### config.mk
export PLATFORM = sky130hd
export DESIGN_NAME = ahb_xbar_route
export DESIGN_NICKNAME = d
export VERILOG_FILES = /design/src/rtl/ahb_xbar_route.sv
export SDC_FILE = /design/constraint.sdc
export NUM_CORES = 1
export LEC_CHECK = 0
export ABC_AREA = 1
export CAP_MARGIN = 25
export CORE_AREA = 2 2 163 165
export DETAILED_ROUTE_END_ITERATION = 10
export DIE_AREA = 0 0 165 167
export DONT_BUFFER_PORTS = 1
export HOLD_SLACK_MARGIN = 0.02
export PLACE_DENSITY = 0.32
export SKIP_CTS_REPAIR_TIMING = 1
export SKIP_LAST_GASP = 1
export SYNTH_ARGS = -nofsm -noshare
export SYNTH_HDL_FRONTEND = slang
export SYNTH_SLANG_ARGS = --single-unit
### constraint.sdc
create_clock -name clk -period 1.6 [get_ports clk]
set_clock_uncertainty 0.15 [all_clocks]
set_input_delay 0.16 -clock clk [delete_from_list [all_inputs] [get_ports clk]]
set_output_delay 0.16 -clock clk [all_outputs]
set_load 0.02 [all_outputs]
### src/rtl/ahb_xbar_route.sv
module ahb_xbar_route #(
  parameter int NM = 2,
  parameter int NS = 2,
  parameter int AW = 32,
  parameter int DW = 32,
  parameter bit REG_FWD = 1'b0,
  parameter logic [NM*NS-1:0] CONN = '1,
  localparam int SW = (NS > 1) ? $clog2(NS) : 1,
  localparam int MW = (NM > 1) ? $clog2(NM) : 1
) (
  input  logic                    clk,
  input  logic                    rst_n,
  input  logic [NM-1:0][SW-1:0]   m_tgt,
  input  logic [NM-1:0][1:0]      m_htrans,
  input  logic [NM-1:0][AW-1:0]   m_haddr,
  input  logic [NM-1:0]           m_hwrite,
  input  logic [NM-1:0][2:0]      m_hsize,
  input  logic [NM-1:0][DW-1:0]   m_hwdata,
  output logic [NM-1:0]           m_hready,
  output logic [NM-1:0]           m_hresp,
  output logic [NM-1:0][DW-1:0]   m_hrdata,
  input  logic [NS-1:0][MW-1:0]   s_gnt,
  input  logic [NS-1:0]           s_gnt_vld,
  output logic [NS-1:0]           s_hsel,
  output logic [NS-1:0][1:0]      s_htrans,
  output logic [NS-1:0][AW-1:0]   s_haddr,
  output logic [NS-1:0]           s_hwrite,
  output logic [NS-1:0][2:0]      s_hsize,
  output logic [NS-1:0][DW-1:0]   s_hwdata,
  input  logic [NS-1:0]           s_hreadyout,
  input  logic [NS-1:0]           s_hresp,
  input  logic [NS-1:0][DW-1:0]   s_hrdata
);

  logic [NM-1:0]          dp_v, pend, conn_t;
  logic [NM-1:0][SW-1:0]  dp_t;
  logic [NS-1:0][NM-1:0]  hit;
  logic [NM-1:0][NS-1:0]  rsel;
  logic [NS-1:0][MW-1:0]  dp_own, own_q;

  logic [NS-1:0]          f_sel, f_wr;
  logic [NS-1:0][1:0]     f_tr;
  logic [NS-1:0][AW-1:0]  f_ad;
  logic [NS-1:0][2:0]     f_sz;
  logic [NS-1:0][MW-1:0]  f_own;

  for (genvar m = 0; m < NM; m++) begin : g_m
    for (genvar s = 0; s < NS; s++) begin : g_s
      if (CONN[m*NS+s]) begin : g_path
        assign hit[s][m]  = s_gnt_vld[s] && s_gnt[s] == MW'(m) && m_tgt[m] == SW'(s)
                            && m_htrans[m][1] && m_hready[m];
        assign rsel[m][s] = dp_v[m] && !pend[m] && dp_t[m] == SW'(s);
      end else begin : g_cut
        assign hit[s][m]  = 1'b0;
        assign rsel[m][s] = 1'b0;
      end
    end
  end

  always_comb begin
    for (int m = 0; m < NM; m++) begin
      conn_t[m] = 1'b0;
      for (int s = 0; s < NS; s++)
        if (m_tgt[m] == SW'(s)) conn_t[m] = CONN[m*NS+s];
    end
  end

  always_comb begin
    for (int s = 0; s < NS; s++) begin
      f_sel[s] = |hit[s];
      f_tr[s]  = '0;
      f_ad[s]  = '0;
      f_wr[s]  = 1'b0;
      f_sz[s]  = '0;
      f_own[s] = '0;
      for (int m = 0; m < NM; m++) begin
        if (hit[s][m]) begin
          f_tr[s]  = f_tr[s]  | m_htrans[m];
          f_ad[s]  = f_ad[s]  | m_haddr[m];
          f_wr[s]  = f_wr[s]  | m_hwrite[m];
          f_sz[s]  = f_sz[s]  | m_hsize[m];
          f_own[s] = f_own[s] | MW'(m);
        end
      end
    end
  end

  if (REG_FWD) begin : g_fwd_reg
    always_ff @(posedge clk) begin
      if (!rst_n) begin
        s_hsel   <= '0;
        s_htrans <= '0;
        s_haddr  <= '0;
        s_hwrite <= '0;
        s_hsize  <= '0;
        own_q    <= '0;
      end else begin
        s_hsel   <= f_sel;
        s_htrans <= f_tr;
        s_haddr  <= f_ad;
        s_hwrite <= f_wr;
        s_hsize  <= f_sz;
        own_q    <= f_own;
      end
    end
  end else begin : g_fwd_comb
    assign s_hsel   = f_sel;
    assign s_htrans = f_tr;
    assign s_haddr  = f_ad;
    assign s_hwrite = f_wr;
    assign s_hsize  = f_sz;
    assign own_q    = f_own;
  end

  always_ff @(posedge clk) begin
    if (!rst_n) dp_own <= '0;
    else
      for (int s = 0; s < NS; s++)
        if (s_hsel[s] && s_htrans[s][1] && s_hreadyout[s]) dp_own[s] <= own_q[s];
  end

  for (genvar s = 0; s < NS; s++) begin : g_wd
    assign s_hwdata[s] = m_hwdata[dp_own[s]];
  end

  always_ff @(posedge clk) begin
    if (!rst_n) begin
      dp_v <= '0;
      dp_t <= '0;
      pend <= '0;
    end else begin
      for (int m = 0; m < NM; m++) begin
        if (m_hready[m]) begin
          dp_v[m] <= m_htrans[m][1] && conn_t[m];
          dp_t[m] <= m_tgt[m];
        end
        pend[m] <= REG_FWD && m_hready[m] && m_htrans[m][1] && conn_t[m];
      end
    end
  end

  always_comb begin
    for (int m = 0; m < NM; m++) begin
      m_hready[m] = !pend[m];
      m_hresp[m]  = 1'b0;
      m_hrdata[m] = '0;
      for (int s = 0; s < NS; s++) begin
        if (rsel[m][s]) begin
          m_hready[m] = s_hreadyout[s];
          m_hresp[m]  = s_hresp[s];
          m_hrdata[m] = s_hrdata[s];
        end
      end
    end
  end

endmodule


==> flow_summary.ini <==
[worst_setup_path]
r2r_start = dp_v[0]
cp-endpoint = s_htrans[2]
path_class = reg2out
arrival_ps = 1520
cp-startpoint = dp_t[0]
rrSetupSlack_ps = -80
r2r_cells = 10
end_kind = primary output
required_ps = 1290
critical-path-max-stage-delay_ps = 340
slowest_stage = dfxtp_2
cp-start-kind = flop
critPathMaxFanout = 7
worstReg2RegEnd = dp_own[0]
path_cells = inv_2 > nand3_4 > nand2_4 > nor2_4 > buf_12 > nand2_1 > o21ai_0 > buf_4

[logic_synthesis]
syn_inst = 580
synth.mux.area_fraction_pct = 0
synth-simple-area-share_pct = 27.5
avgSynthCellArea_sq_um = 5.25
synth_nets = 796
synth_fa_ha_area_share_pct = 0
synthDistinctLibCells = 27
yosysWarnings = 0
ys_seq_elements = 6
synth_top_area_cell = nand2_1
yosys-top-cells-area = nand2_1 19%, inv_1 17%, o21ai_2 14%
synthXorXnorAreaFrac_pct = 0
ys_seq_area_share_pct = 3.94
netlist_area_sq_um = 3050
synth_top_family_by_area = compound AO/OA/AOI/OAI gates
synth_compound_area_share_pct = 42.2
synth_top_area_share_pct = 18.9

[timing]
finalMaxSlewViolations = 0
period_minus_slack_ps = 1830
worst_slew_pin_slew_ps = 379
period_share_pct = 114
hold_viol_final = 0
whs_ps = 1.65
finalWorstSetupSlack_ps = -228
finalSetupViolCount = 120
relSlewSlack_pct = 74.7
rsz0062_at_grt = true
max_freq_mhz = 547

[job]
drv_cap = 0

[routing]
drt_iter0_drc = 125
firstDrtPassIters = 4
drtAntennaViolNets = 0
vias = 4712
wl_per_cell_um = 17.5
wirelength_um = 19300
drc = 0
via_per_inst = 4.27

[placement]
dp_hpwl_um = 13300
dp_cells = 1057
pre_cts_ws_ps = 2.18
routabilityCongestion = 0.831
portBuffers = 0
postPlaceCellArea_sq_um = 4710

[floorplan]
start_util_pct = 11.8
io_pins = 426
die_h_um = 167
num_rows = 59
coreArea_sq_um = 25800
die_area_sq_um = 27600
die_w_um = 165

[clock_network]
cts_root_buf = clkbuf_16
clockBufferDepth = 2
clk_pin_slew_ps = 30
cts_made_buffers = 3
cts_tree = done
ctsHtreeMaxLevel = 1
worstSkewPairLatency_ps = 230
clock_sinks = 6

[pwr]
leakage_nw = 2.96
pwr_density_cell_nw_per_um2 = 347
ir_drop_mv = 0.187

[final_layout]
layout_common_cells = 143 x buf_4, 138 x inv_1, 110 x nand2_1, 70 x o21ai_0, 46 x buf_6
final_util_pct = 25.4
final_nets = 985
fillers = 2799
fin_cells = 1103
final_common_cell = buf_4
area_growth_syn_to_layout_pct = 115
multiInputGateArea_sq_um = 3150
drive_above_1_share_pct = 51.1
final_area_sq_um = 6550
regArea_sq_um = 128

[global_routing]
grt_max_degree = 61
antenna_found_initial = 1
grt_pass1_wl_um = 21600
track_usage_pct = 10.1
grt-ovfl-total = 0
grt_pass1_vias = 3998

[hold_path]
min_delay_path_depth = 3
holdCritPathClass = in2reg

[status]
outcome = finished, violations left
violations = negative setup slack
-- synthesized netlist by cell type --
library cell	instances
clkbuf_1	18
nand4_2	1
buf_6	10
buf_2	4
buf_12	1
o22ai_1	66
inv_1	141
o21ai_1	8
inv_4	2
buf_1	6
nor2_8	1
nand2_8	1
nor2_4	3
nand2_2	11
dfxtp_1	6
nand4_1	1
nor2_2	1
o21ai_0	78
nand2_1	153
nand3_2	3
a21oi_1	4
nor2_1	1
o21ai_2	48
nand2_4	2
inv_2	1
nand3_1	8
buf_8	1
-- per-stage QoR --
stage                     setup TNS [ps]  power [mW]
after floorplan                        0       0.954
after global placement             -3.87        1.47
after detailed placement               0        1.46
after CTS                         -16090        1.88
after global routing              -21370        2.39
final                             -13550        2.27
-- flip-flops by register name, summed over array words and instances, names as in the netlist --
signal and cells:
dp_t 2, dp_own 2, dp_v 2
-- how the worst min path moves through the flow --
stage                               from  slack (ps)  endpoint
after global placement             rst_n         160   dp_v[1]
final                     s_hreadyout[1]           2   dp_t[0]
after global routing      s_hreadyout[1]          30   dp_t[0]
after floorplan                    rst_n         140   dp_v[1]
after CTS                          rst_n         -90   dp_v[1]
after detailed placement           rst_n         150   dp_v[1]
-- cells by family (layout without fill, tap and decap cells) --
| kind of cell | Yosys count | in the layout |
|---|---|---|
| AO/OA/AOI/OAI | 204 | 204 |
| buffers and inverters | 184 | 370 |
| flip-flops | 6 | 6 |
| other | 0 | 1 |
| AND/OR/NAND/NOR | 186 | 187 |
-- layer usage --
metal,global-route usage (%),part of all wire (%),up-vias
met5,0,0,-
li1,-,-,2239
met1,9.55,33,2170
met4,3.06,2.8,0
met3,1.59,7.2,26
met2,21.4,57,277
-- where the power goes --
part | switching (mW) | internal [mW]
combinational | 1.01 | 0.685
clock | 0.0869 | 0.321
sequential | 0.00926 | 0.160
total | 1.11 | 1.17
-- cell type report --
class | instances | share of cell area (%)
diodes | 1 | 0.0382
clock buffers | 3 | 1.15
inverters | 144 | 8.48
multi-input cells | 391 | 48.1
flip-flops and latches | 6 | 1.95
well taps | 335 | 6.40
repair buffers | 223 | 33.9
-- critical path, delay by kind of cell (launching register included) --
kind | cells | cell delay [ps]
AO/OA/AOI/OAI | 1 | 110
AND/OR/NAND/NOR | 4 | 400
buffers and inverters | 3 | 430
flip-flops | 1 | 340
(Power assumes the default switching activity.)
